### src/rtl/dcc_hb_pkg.sv
package dcc_hb_pkg;

  typedef enum logic [1:0] {
    HC_ONE  = 2'd0,
    HC_ZERO = 2'd1,
    HC_BAD  = 2'd2
  } half_class_t;

  // Sort a measured half-period length into its class.
  function automatic half_class_t dcc_classify(input logic [31:0] len,
                                               input int unsigned one_lo,
                                               input int unsigned one_hi,
                                               input int unsigned zero_lo);
    if (len >= zero_lo)
      return HC_ZERO;
    else if (len >= one_lo && len <= one_hi)
      return HC_ONE;
    else
      return HC_BAD;
  endfunction

endpackage

### src/rtl/dcc_tick_gen.sv
module dcc_tick_gen #(
  parameter int unsigned TICK_DIV = 8
) (
  input  logic clk,
  input  logic rst_n,
  output logic tick
);
  localparam int unsigned DW = (TICK_DIV > 1) ? $clog2(TICK_DIV) : 1;
  localparam logic [DW-1:0] LAST = DW'(TICK_DIV - 1);

  logic [DW-1:0] div_q;

  always_ff @(posedge clk) begin
    if (!rst_n)
      div_q <= '0;
    else if (div_q == LAST)
      div_q <= '0;
    else
      div_q <= div_q + DW'(1);
  end

  assign tick = (div_q == LAST);
endmodule

### src/rtl/dcc_sync_edge.sv
module dcc_sync_edge #(
  parameter int unsigned STAGES = 2
) (
  input  logic clk,
  input  logic rst_n,
  input  logic async_in,
  output logic edge_seen
);
  logic [STAGES-1:0] chain_q;
  logic              prev_q;

  always_ff @(posedge clk) begin
    if (!rst_n) begin
      chain_q <= '0;
      prev_q  <= 1'b0;
    end else begin
      chain_q <= {chain_q[STAGES-2:0], async_in};
      prev_q  <= chain_q[STAGES-1];
    end
  end

  // Any change of the synchronised level, rising or falling.
  assign edge_seen = chain_q[STAGES-1] ^ prev_q;
endmodule

### src/rtl/dcc_half_timer.sv
module dcc_half_timer #(
  parameter int unsigned CNT_W = 8
) (
  input  logic             clk,
  input  logic             rst_n,
  input  logic             tick,
  input  logic             edge_seen,
  output logic             half_stb,
  output logic [CNT_W-1:0] half_len,
  output logic [CNT_W-1:0] cnt_q,
  output logic             armed_q
);
  localparam logic [CNT_W-1:0] CNT_MAX = '1;

  logic [CNT_W-1:0] cnt_inc;

  // Ticks in the cycles after the previous edge up to and including this one.
  assign cnt_inc  = (tick && cnt_q != CNT_MAX) ? cnt_q + CNT_W'(1) : cnt_q;
  assign half_len = cnt_inc;
  assign half_stb = edge_seen && armed_q;

  always_ff @(posedge clk) begin
    if (!rst_n) begin
      cnt_q   <= '0;
      armed_q <= 1'b0;
    end else if (edge_seen) begin
      cnt_q   <= '0;
      armed_q <= 1'b1;
    end else begin
      cnt_q   <= cnt_inc;
    end
  end
endmodule

### src/rtl/dcc_bit_pair.sv
module dcc_bit_pair
  import dcc_hb_pkg::*;
(
  input  logic        clk,
  input  logic        rst_n,
  input  logic        half_stb,
  input  half_class_t half_cls,
  output logic        bit_valid,
  output logic        bit_value,
  output logic        bit_error
);
  logic        have_first_q;
  half_class_t first_cls_q;

  always_ff @(posedge clk) begin
    if (!rst_n) begin
      have_first_q <= 1'b0;
      first_cls_q  <= HC_ONE;
      bit_valid    <= 1'b0;
      bit_value    <= 1'b0;
      bit_error    <= 1'b0;
    end else begin
      bit_valid <= 1'b0;
      bit_error <= 1'b0;
      if (half_stb) begin
        if (half_cls == HC_BAD) begin
          bit_error    <= 1'b1;
          have_first_q <= 1'b0;
        end else if (!have_first_q) begin
          have_first_q <= 1'b1;
          first_cls_q  <= half_cls;
        end else if (first_cls_q == half_cls) begin
          bit_valid    <= 1'b1;
          bit_value    <= (half_cls == HC_ONE);
          have_first_q <= 1'b0;
        end else begin
          // Halves disagree: keep the newer half as the start of a bit.
          first_cls_q  <= half_cls;
        end
      end
    end
  end
endmodule

### src/rtl/dcc_halfbit_decoder.sv
module dcc_halfbit_decoder
  import dcc_hb_pkg::*;
#(
  parameter int unsigned TICK_DIV = 8,
  parameter int unsigned CNT_W    = 8,
  parameter int unsigned ONE_MIN  = 52,
  parameter int unsigned ONE_MAX  = 64,
  parameter int unsigned ZERO_MIN = 90
) (
  input  logic clk,
  input  logic rst_n,
  input  logic track_in,
  output logic bit_valid,
  output logic bit_value,
  output logic bit_error
);
  logic             tick;
  logic             edge_seen;
  logic             half_stb;
  logic [CNT_W-1:0] half_len;
  logic [CNT_W-1:0] tmr_cnt;
  logic             tmr_armed;
  half_class_t      half_cls;

  dcc_tick_gen #(.TICK_DIV(TICK_DIV)) u_tick (
    .clk  (clk),
    .rst_n(rst_n),
    .tick (tick)
  );

  dcc_sync_edge #(.STAGES(2)) u_sync (
    .clk      (clk),
    .rst_n    (rst_n),
    .async_in (track_in),
    .edge_seen(edge_seen)
  );

  dcc_half_timer #(.CNT_W(CNT_W)) u_timer (
    .clk      (clk),
    .rst_n    (rst_n),
    .tick     (tick),
    .edge_seen(edge_seen),
    .half_stb (half_stb),
    .half_len (half_len),
    .cnt_q    (tmr_cnt),
    .armed_q  (tmr_armed)
  );

  assign half_cls = dcc_classify(32'(half_len), ONE_MIN, ONE_MAX, ZERO_MIN);

  dcc_bit_pair u_pair (
    .clk      (clk),
    .rst_n    (rst_n),
    .half_stb (half_stb),
    .half_cls (half_cls),
    .bit_valid(bit_valid),
    .bit_value(bit_value),
    .bit_error(bit_error)
  );
endmodule

### config.mk
export PLATFORM = sky130hd
export DESIGN_NAME = dcc_halfbit_decoder
export DESIGN_NICKNAME = d
export VERILOG_FILES = /design/src/rtl/dcc_hb_pkg.sv /design/src/rtl/dcc_tick_gen.sv /design/src/rtl/dcc_sync_edge.sv /design/src/rtl/dcc_half_timer.sv /design/src/rtl/dcc_bit_pair.sv /design/src/rtl/dcc_halfbit_decoder.sv
export SDC_FILE = /design/constraint.sdc
export NUM_CORES = 1
export LEC_CHECK = 0
export BUFFER_PORTS_ARGS = -buffer_cell sky130_fd_sc_hd__buf_4
export CELL_PAD_IN_SITES_DETAIL_PLACEMENT = 0
export CELL_PAD_IN_SITES_GLOBAL_PLACEMENT = 2
export CORE_UTILIZATION = 37
export CTS_BUF_LIST = sky130_fd_sc_hd__clkbuf_16
export CTS_CLUSTER_DIAMETER = 200
export DETAILED_ROUTE_END_ITERATION = 7
export GPL_ROUTABILITY_DRIVEN = 0
export PLACE_DENSITY_LB_ADDON = 0.1
export SETUP_SLACK_MARGIN = 0.05
export SYNTH_ARGS = -nofsm -noshare
export SYNTH_HDL_FRONTEND = slang
export SYNTH_SLANG_ARGS = --single-unit
### constraint.sdc
create_clock -name clk -period 3.14 [get_ports clk]
set_input_delay 0.628 -clock clk [delete_from_list [all_inputs] [get_ports clk]]
set_output_delay 0.628 -clock clk [all_outputs]
set_load 0.02 [all_outputs]
; Word-level counts from Yosys, hierarchy flattened
; Cells that the tools add are included.
; Widths: inputs -> output; s select.
[classes]
n_div = 0
shifts = 0
addsub = 2
n_lt_le_gt_ge = 3
bitwise = 5
mul = 0
eq_ne = 5
mux = 10
n_reduce_logical = 10
[ops]
columns = cell, count
row1 = $add 8x1->8 const B, 1
row2 = $ge 8x6->1 const B, 1
row3 = $ge 8x7->1 const B, 1
row4 = $le 8x7->1 const B, 1
row5 = $mux 2, 4
row6 = $mux 8, 1
row7 = $ne 8x8->1 const B, 1
row8 = $mux 1, 5
row9 = $not 1->1, 4
row10 = $reduce_and 4->1, 1
row11 = $reduce_or 2->1, 2
row12 = $reduce_or 4->1, 1
row13 = $add 3x1->3 const B, 1
row14 = $eq 3x3->1 const B, 1
row15 = $logic_and 1x1->1, 3
row16 = $reduce_and 3->1, 1
row17 = $eq 2x2->1, 1
row18 = $eq 2x2->1 const B, 1
row19 = $logic_not 2->1, 1
row20 = $ne 2x2->1 const B, 1
row21 = $reduce_and 2->1, 1
row22 = $xor 1x1->1, 1
[totals]
ram_bits = 0
memories = 0
latchBits = 0
output_inout_bits = 3
regBits = 21
input_bits = 3
romBits = 0

; Longest topological paths before layout
[depth]
ltp_word = 11
ltp_mapped = 9

; Modules after synthesis
; Synthesis repeated with hierarchy kept, for this count alone.
[hier_totals]
cells_unflattened = 117
area_unflattened_um2 = 1123.6
[by_module_without_submodules]
columns = module, instances, seq_area_each_um2, cells_per_inst, area_each_um2
row1 = dcc_half_timer, 1, 180.2, 60, 560.5
row2 = dcc_bit_pair, 1, 120.1, 34, 305.3
row3 = dcc_tick_gen, 1, 60.1, 8, 115.1
row4 = dcc_sync_edge, 1, 60.1, 7, 88.8
row5 = dcc_halfbit_decoder, 1, 0.0, 8, 53.8

; Worst setup path after synthesis
; OpenSTA, ideal clock, no wires.
[synth_timing]
path_type = register -> register
startpoint = register u_timer.cnt_q[0]
endpoint = register u_pair.first_cls_q[0]
setup_slack_ps = 928
path_buffers = 1
period_less_slack_ps = 2212
setup_time_ps = 116
path_stages_with_launch = 9
arrival_time_ps = 2096
path_cell_list = dfxtp_1 -> ha_1 -> buf_4 -> and3_1 -> a21oi_2 -> o32ai_1 -> or4_4 -> o21a_1 -> a31o_2
[synth_via]
elab_chain_len = 10
word_cells_on_any_way = 17
[synth_rtl]
columns = item, line
row1 = start: declaration, dcc_half_timer.sv:10  ; output logic [CNT_W-1:0] cnt_q,
row2 = start signal: assignment, dcc_half_timer.sv:30  ; cnt_q <= cnt_inc;
row3 = branches (longest 2 deep; another with $add 8x1->8), -
row4 = $mux 8 *, dcc_half_timer.sv:18  ; assign cnt_inc = (tick && cnt_q != CNT_MAX) ? cnt_q + CNT_W'(1) : cnt_q;
row5 = $ge 8x6->1 or $le 8x7->1 (tied branches), dcc_hb_pkg.sv:16  ; else if (len >= one_lo && len <= one_hi)
row6 = $logic_and 1x1->1, dcc_hb_pkg.sv:16
row7 = $mux 2, dcc_hb_pkg.sv:16
row8 = $mux 2 *, dcc_hb_pkg.sv:14  ; if (len >= zero_lo)
row9 = $eq 2x2->1 (on tied branches), "dcc_bit_pair.sv:32, dcc_bit_pair.sv:26"
row10 = $ne 2x2->1 (no line) or $not 1->1 (tied branches), -
row11 = $reduce_and 3->1 (no line), -
row12 = end signal: assignment, dcc_bit_pair.sv:31  ; first_cls_q <= half_cls;
row13 = end signal: assignment, dcc_bit_pair.sv:38  ; first_cls_q <= half_cls;
row14 = end: declaration, dcc_bit_pair.sv:13  ; half_class_t first_cls_q;
; Every way passes the cells marked *. The select of a mux whose other input is x is not followed.
; A chain may end at the register's enable or synchronous reset.

; Final worst setup path
[layout_timing]
startpoint = register u_timer.cnt_q[1]
endpoint = register u_pair.first_cls_q[0]
; The elaborated chain is that of the path after synthesis.

==> key figures <==
Drt
  • Routed wire per std cell: 14.4 um
  • 1st-iter DRT viols: 57
  • Met3 WL: 109 um
  • WL final: 2700 um
  • Avg Vias per Cell: 5.76
  • Uppermost layer routed: met4
  • Met1 WL: 1370 um
  • Vias: 1,082
  • Routed wl met2: 1180 um
  • ANT nets after route: 0
  • Pre-antenna DRT Iters: 4
  • DRC violations left: 0

Flow run
  • Max-Cap Viols: 0

Timing
  • WHS: 0.429 ns
  • Max Fclk: 373 MHz
  • RSZ-0062 raised after global routing: no
  • Max Slew Vio Count: 0
  • Final Hold Violating Endpoints: 0
  • Worst-Margin Slew: 0.537 ns
  • Final Cycle Share: 85.4%
  • Setup violators final: 0
  • Min Tclk post-route: roughly 2.7 ns
  • Slew HR: 64.2%
  • Final setup TNS: 0 ns
  • Worst Skew: 0.00424 ns

Die
  • Initial Utilization: 39.7%
  • Core area: 0.00313 mm2
  • I/O Pins: 6
  • Chip Width: 59.9 um
  • Die ar.: 0.00359 mm2
  • Die span in y: 59.9 um
  • Core Rows: 20

CTS
  • Resized Gates After CTS: 0
  • H-tree Lvls: 1
  • Clock buffer depth: 2
  • CTS buffer count: 3
  • Worst-Skew Late Latency: 0.26 ns
  • Reg clk slew, reported paths: 0.06 ns
  • CTS Hold Buffers Added: 0
  • Clock Tree Root: clkbuf_16
  • Post-CTS setup buffer count: 0
  • CTS tree: yes
  • Sinks on Clock Net: 21

Final layout
  • Layout cells sized above 1: ~16%
  • Final Instance Count excl. Fillers: between 150 and 200
  • Fin nets: approximately 150
  • Post-layout util: 43.2%
  • N_diodes: 0
  • P&R area growth vs syn: 8.66%

Power and ir drop
  • Switching pwr: 0.120 mW
  • Peak supply drop: 0.212 mV
  • Logic pwr share: 3.1%
  • Total power: 0.571 mW
  • Clock power share: 48.6%
  • P_leak: between 0.5 and 0.6 nW
  • P_int: 0.451 mW
  • Cell Pwr Density: 423 mW/mm2
  • Flop pwr share: 48.2%
  • Sw Share: 21.0%

Worst setup path
  • Top cell family by delay on the critical path: simple AND/OR/NAND/NOR gates
  • Worst reg2reg setup slack: roughly 0.46 ns
  • Worst Setup End Kind: register
  • CP max stage cell: or4_4
  • Critical-path cell list: ha_1 > nand4_4 > nor2_4 > o32ai_1 > or4_4 > o21a_1 > a31o_2
  • CP max stage delay: approximately 0.54 ns
  • Buf+Inv Stages, Crit Path: 0
  • CP Data Arrival Time: about 2.8 ns
  • Critical Path RT: 3.29 ns
  • CP Class: reg2reg
  • CP Launch Type: register
  • Crit-path max FO: 11

Synthesis
  • Yosys reg bits: 21
  • Top-area cell type share of the netlist area: 33.8%
  • Seq/Total Area, Yosys: 33.8%
  • Post-Syn Instances: 143
  • Ys async rst share: 0%
  • Syn_area_per_cell: a little under 9 um2
  • Top cell type by total area after synthesis: dfxtp_1
  • Post-synth cell types: 52
  • Synth Cell Area: about 0.0012 mm2
  • Synth warnings: 0
  • Post-synth top flop: dfxtp_1
  • Mapped Nets: 149
  • Post-synth EDFFs: 0
  • Top-count cell post-synth: dfxtp_1
  • Area contributors post-synth: dfxtp_1, nor2_1, nand3_1, nand2_1, nand4_4
  • Most common library cells after synthesis: dfxtp_1, nor2_1, nand2_1, nand3_1, a21oi_1

Place
  • Placed cell count: approximately 180
  • Port bufs: 5
  • Post-DP HPWL: 1920 um

Global routing
  • First-pass GRT wire length: 4510 um
  • Total grt overflow: 0
  • Initial antenna violation count: 0
  • Vias in the first global route: ~920
  • Largest net degree at the start of global routing: 18
  • Global Route Usage Sum: 17.3%

Outcome
  • Status: complete, no violations

Worst hold path
  • Hold WC Path Type: reg2reg
==> worst reg2reg max path, delay by kind of cell, from the launching register on <==
| kind | cells | cell delay [ns] |
|---|---|---|
| and+or+nand+nor | 3 | 0.94 |
| AOI/OAI and AO/OA | 3 | 0.65 |
| adders and majority gates | 1 | 0.51 |
| DFF | 1 | 0.48 |
==> logic make-up (layout without fill, tap and decap cells) <==
group | count (synthesis) | count (layout) | synth area share [%]
flops | 21 | 21 | 33.8
buf+inv | 11 | 12 | 6.14
compound gates | 34 | 34 | 19.8
fa+ha+maj | 3 | 3 | 3.02
xor+xnor | 3 | 3 | 2.12
mux | 3 | 3 | 2.52
simple gates | 68 | 68 | 32.5
==> through the flow <==
| step | instance area [um2] | worst slack, ns |
|---|---|---|
| CTS | 1350 | 0.462 |
| global route | 1350 | 0.291 |
| finish | 1350 | 0.458 |
| floorplan | 1240 | 0.928 |
| global placement | 1270 | 0.494 |
| detailed placement | 1270 | 0.482 |
==> layout by cell type (no fill, tap or decap), types with 2 or more instances in the layout <==
cell type / Yosys / routed
o21a_1: 2 / 2
o21ai_0: 4 / 4
nand4_1: 2 / 2
nor2_1: 13 / 13
nor4_1: 2 / 2
ha_1: 3 / 3
nand2_1: 12 / 12
nor3b_1: 2 / 2
mux2i_1: 2 / 2
or3_1: 2 / 2
xor2_1: 3 / 3
nand4_4: 2 / 2
a31oi_1: 2 / 2
dfxtp_1: 21 / 21
and2_1: 3 / 3
o22ai_1: 2 / 2
clkbuf_16: 0 / 3
nand3_1: 9 / 9
a21oi_1: 7 / 7
nor3_1: 6 / 6
buf_4: 2 / 5
nor2b_1: 2 / 2
a31o_2: 3 / 3
inv_1: 3 / 3
o31ai_1: 2 / 2
and3b_1: 2 / 2
and4_1: 2 / 2
==> sequential cells by signal (all words and copies together) (netlist names) <==
register / cells
u_pair.bit_error: 1
u_pair.bit_valid: 1
u_pair.bit_value: 1
u_pair.first_cls_q: 2
u_pair.have_first_q: 1
u_sync.chain_q: 2
u_sync.prev_q: 1
u_tick.div_q: 3
u_timer.armed_q: 1
u_timer.cnt_q: 8
==> power by group through the flow <==
| stage | logic, mW | clock network, mW | registers (mW) |
|---|---|---|---|
| final | 0.0178 | 0.278 | 0.275 |
| after global routing | 0.0202 | 0.296 | 0.276 |
| after CTS | 0.0180 | 0.285 | 0.275 |
| after detailed placement | 0.0180 | 0 | 0.281 |
| after global placement | 0.0178 | 0 | 0.281 |
| after floorplan | 0.0136 | 0 | 0.281 |
==> final timing paths <==
check,from,endpoint,cells after the start
hold reg to reg,u_tick.div_q[0],u_tick.div_q[0],1
hold / removal,u_tick.div_q[0],u_tick.div_q[0],1
setup reg to reg,u_timer.cnt_q[1],u_pair.first_cls_q[0],7
setup / recovery,u_timer.cnt_q[1],u_pair.first_cls_q[0],7
==> metal layers <==
layer  up-vias  track usage, %
li1        539               -
met1       513            24.7
met2        25            24.8
met3         5            3.90
met4         0            6.98
met5         -               0
==> final cells by class <==
| class | instances | area, um2 |
|---|---|---|
| fillers | 323 | 1780 |
| inverters | 3 | 11.3 |
| multi-input cells | 111 | 746 |
| clock inverters | 1 | 5.00 |
| flip-flops and latches | 21 | 420 |
| clock buffers | 3 | 75.1 |
| repair buffers | 5 | 37.5 |
| well taps | 44 | 55.1 |
(Power assumes the default switching activity.)
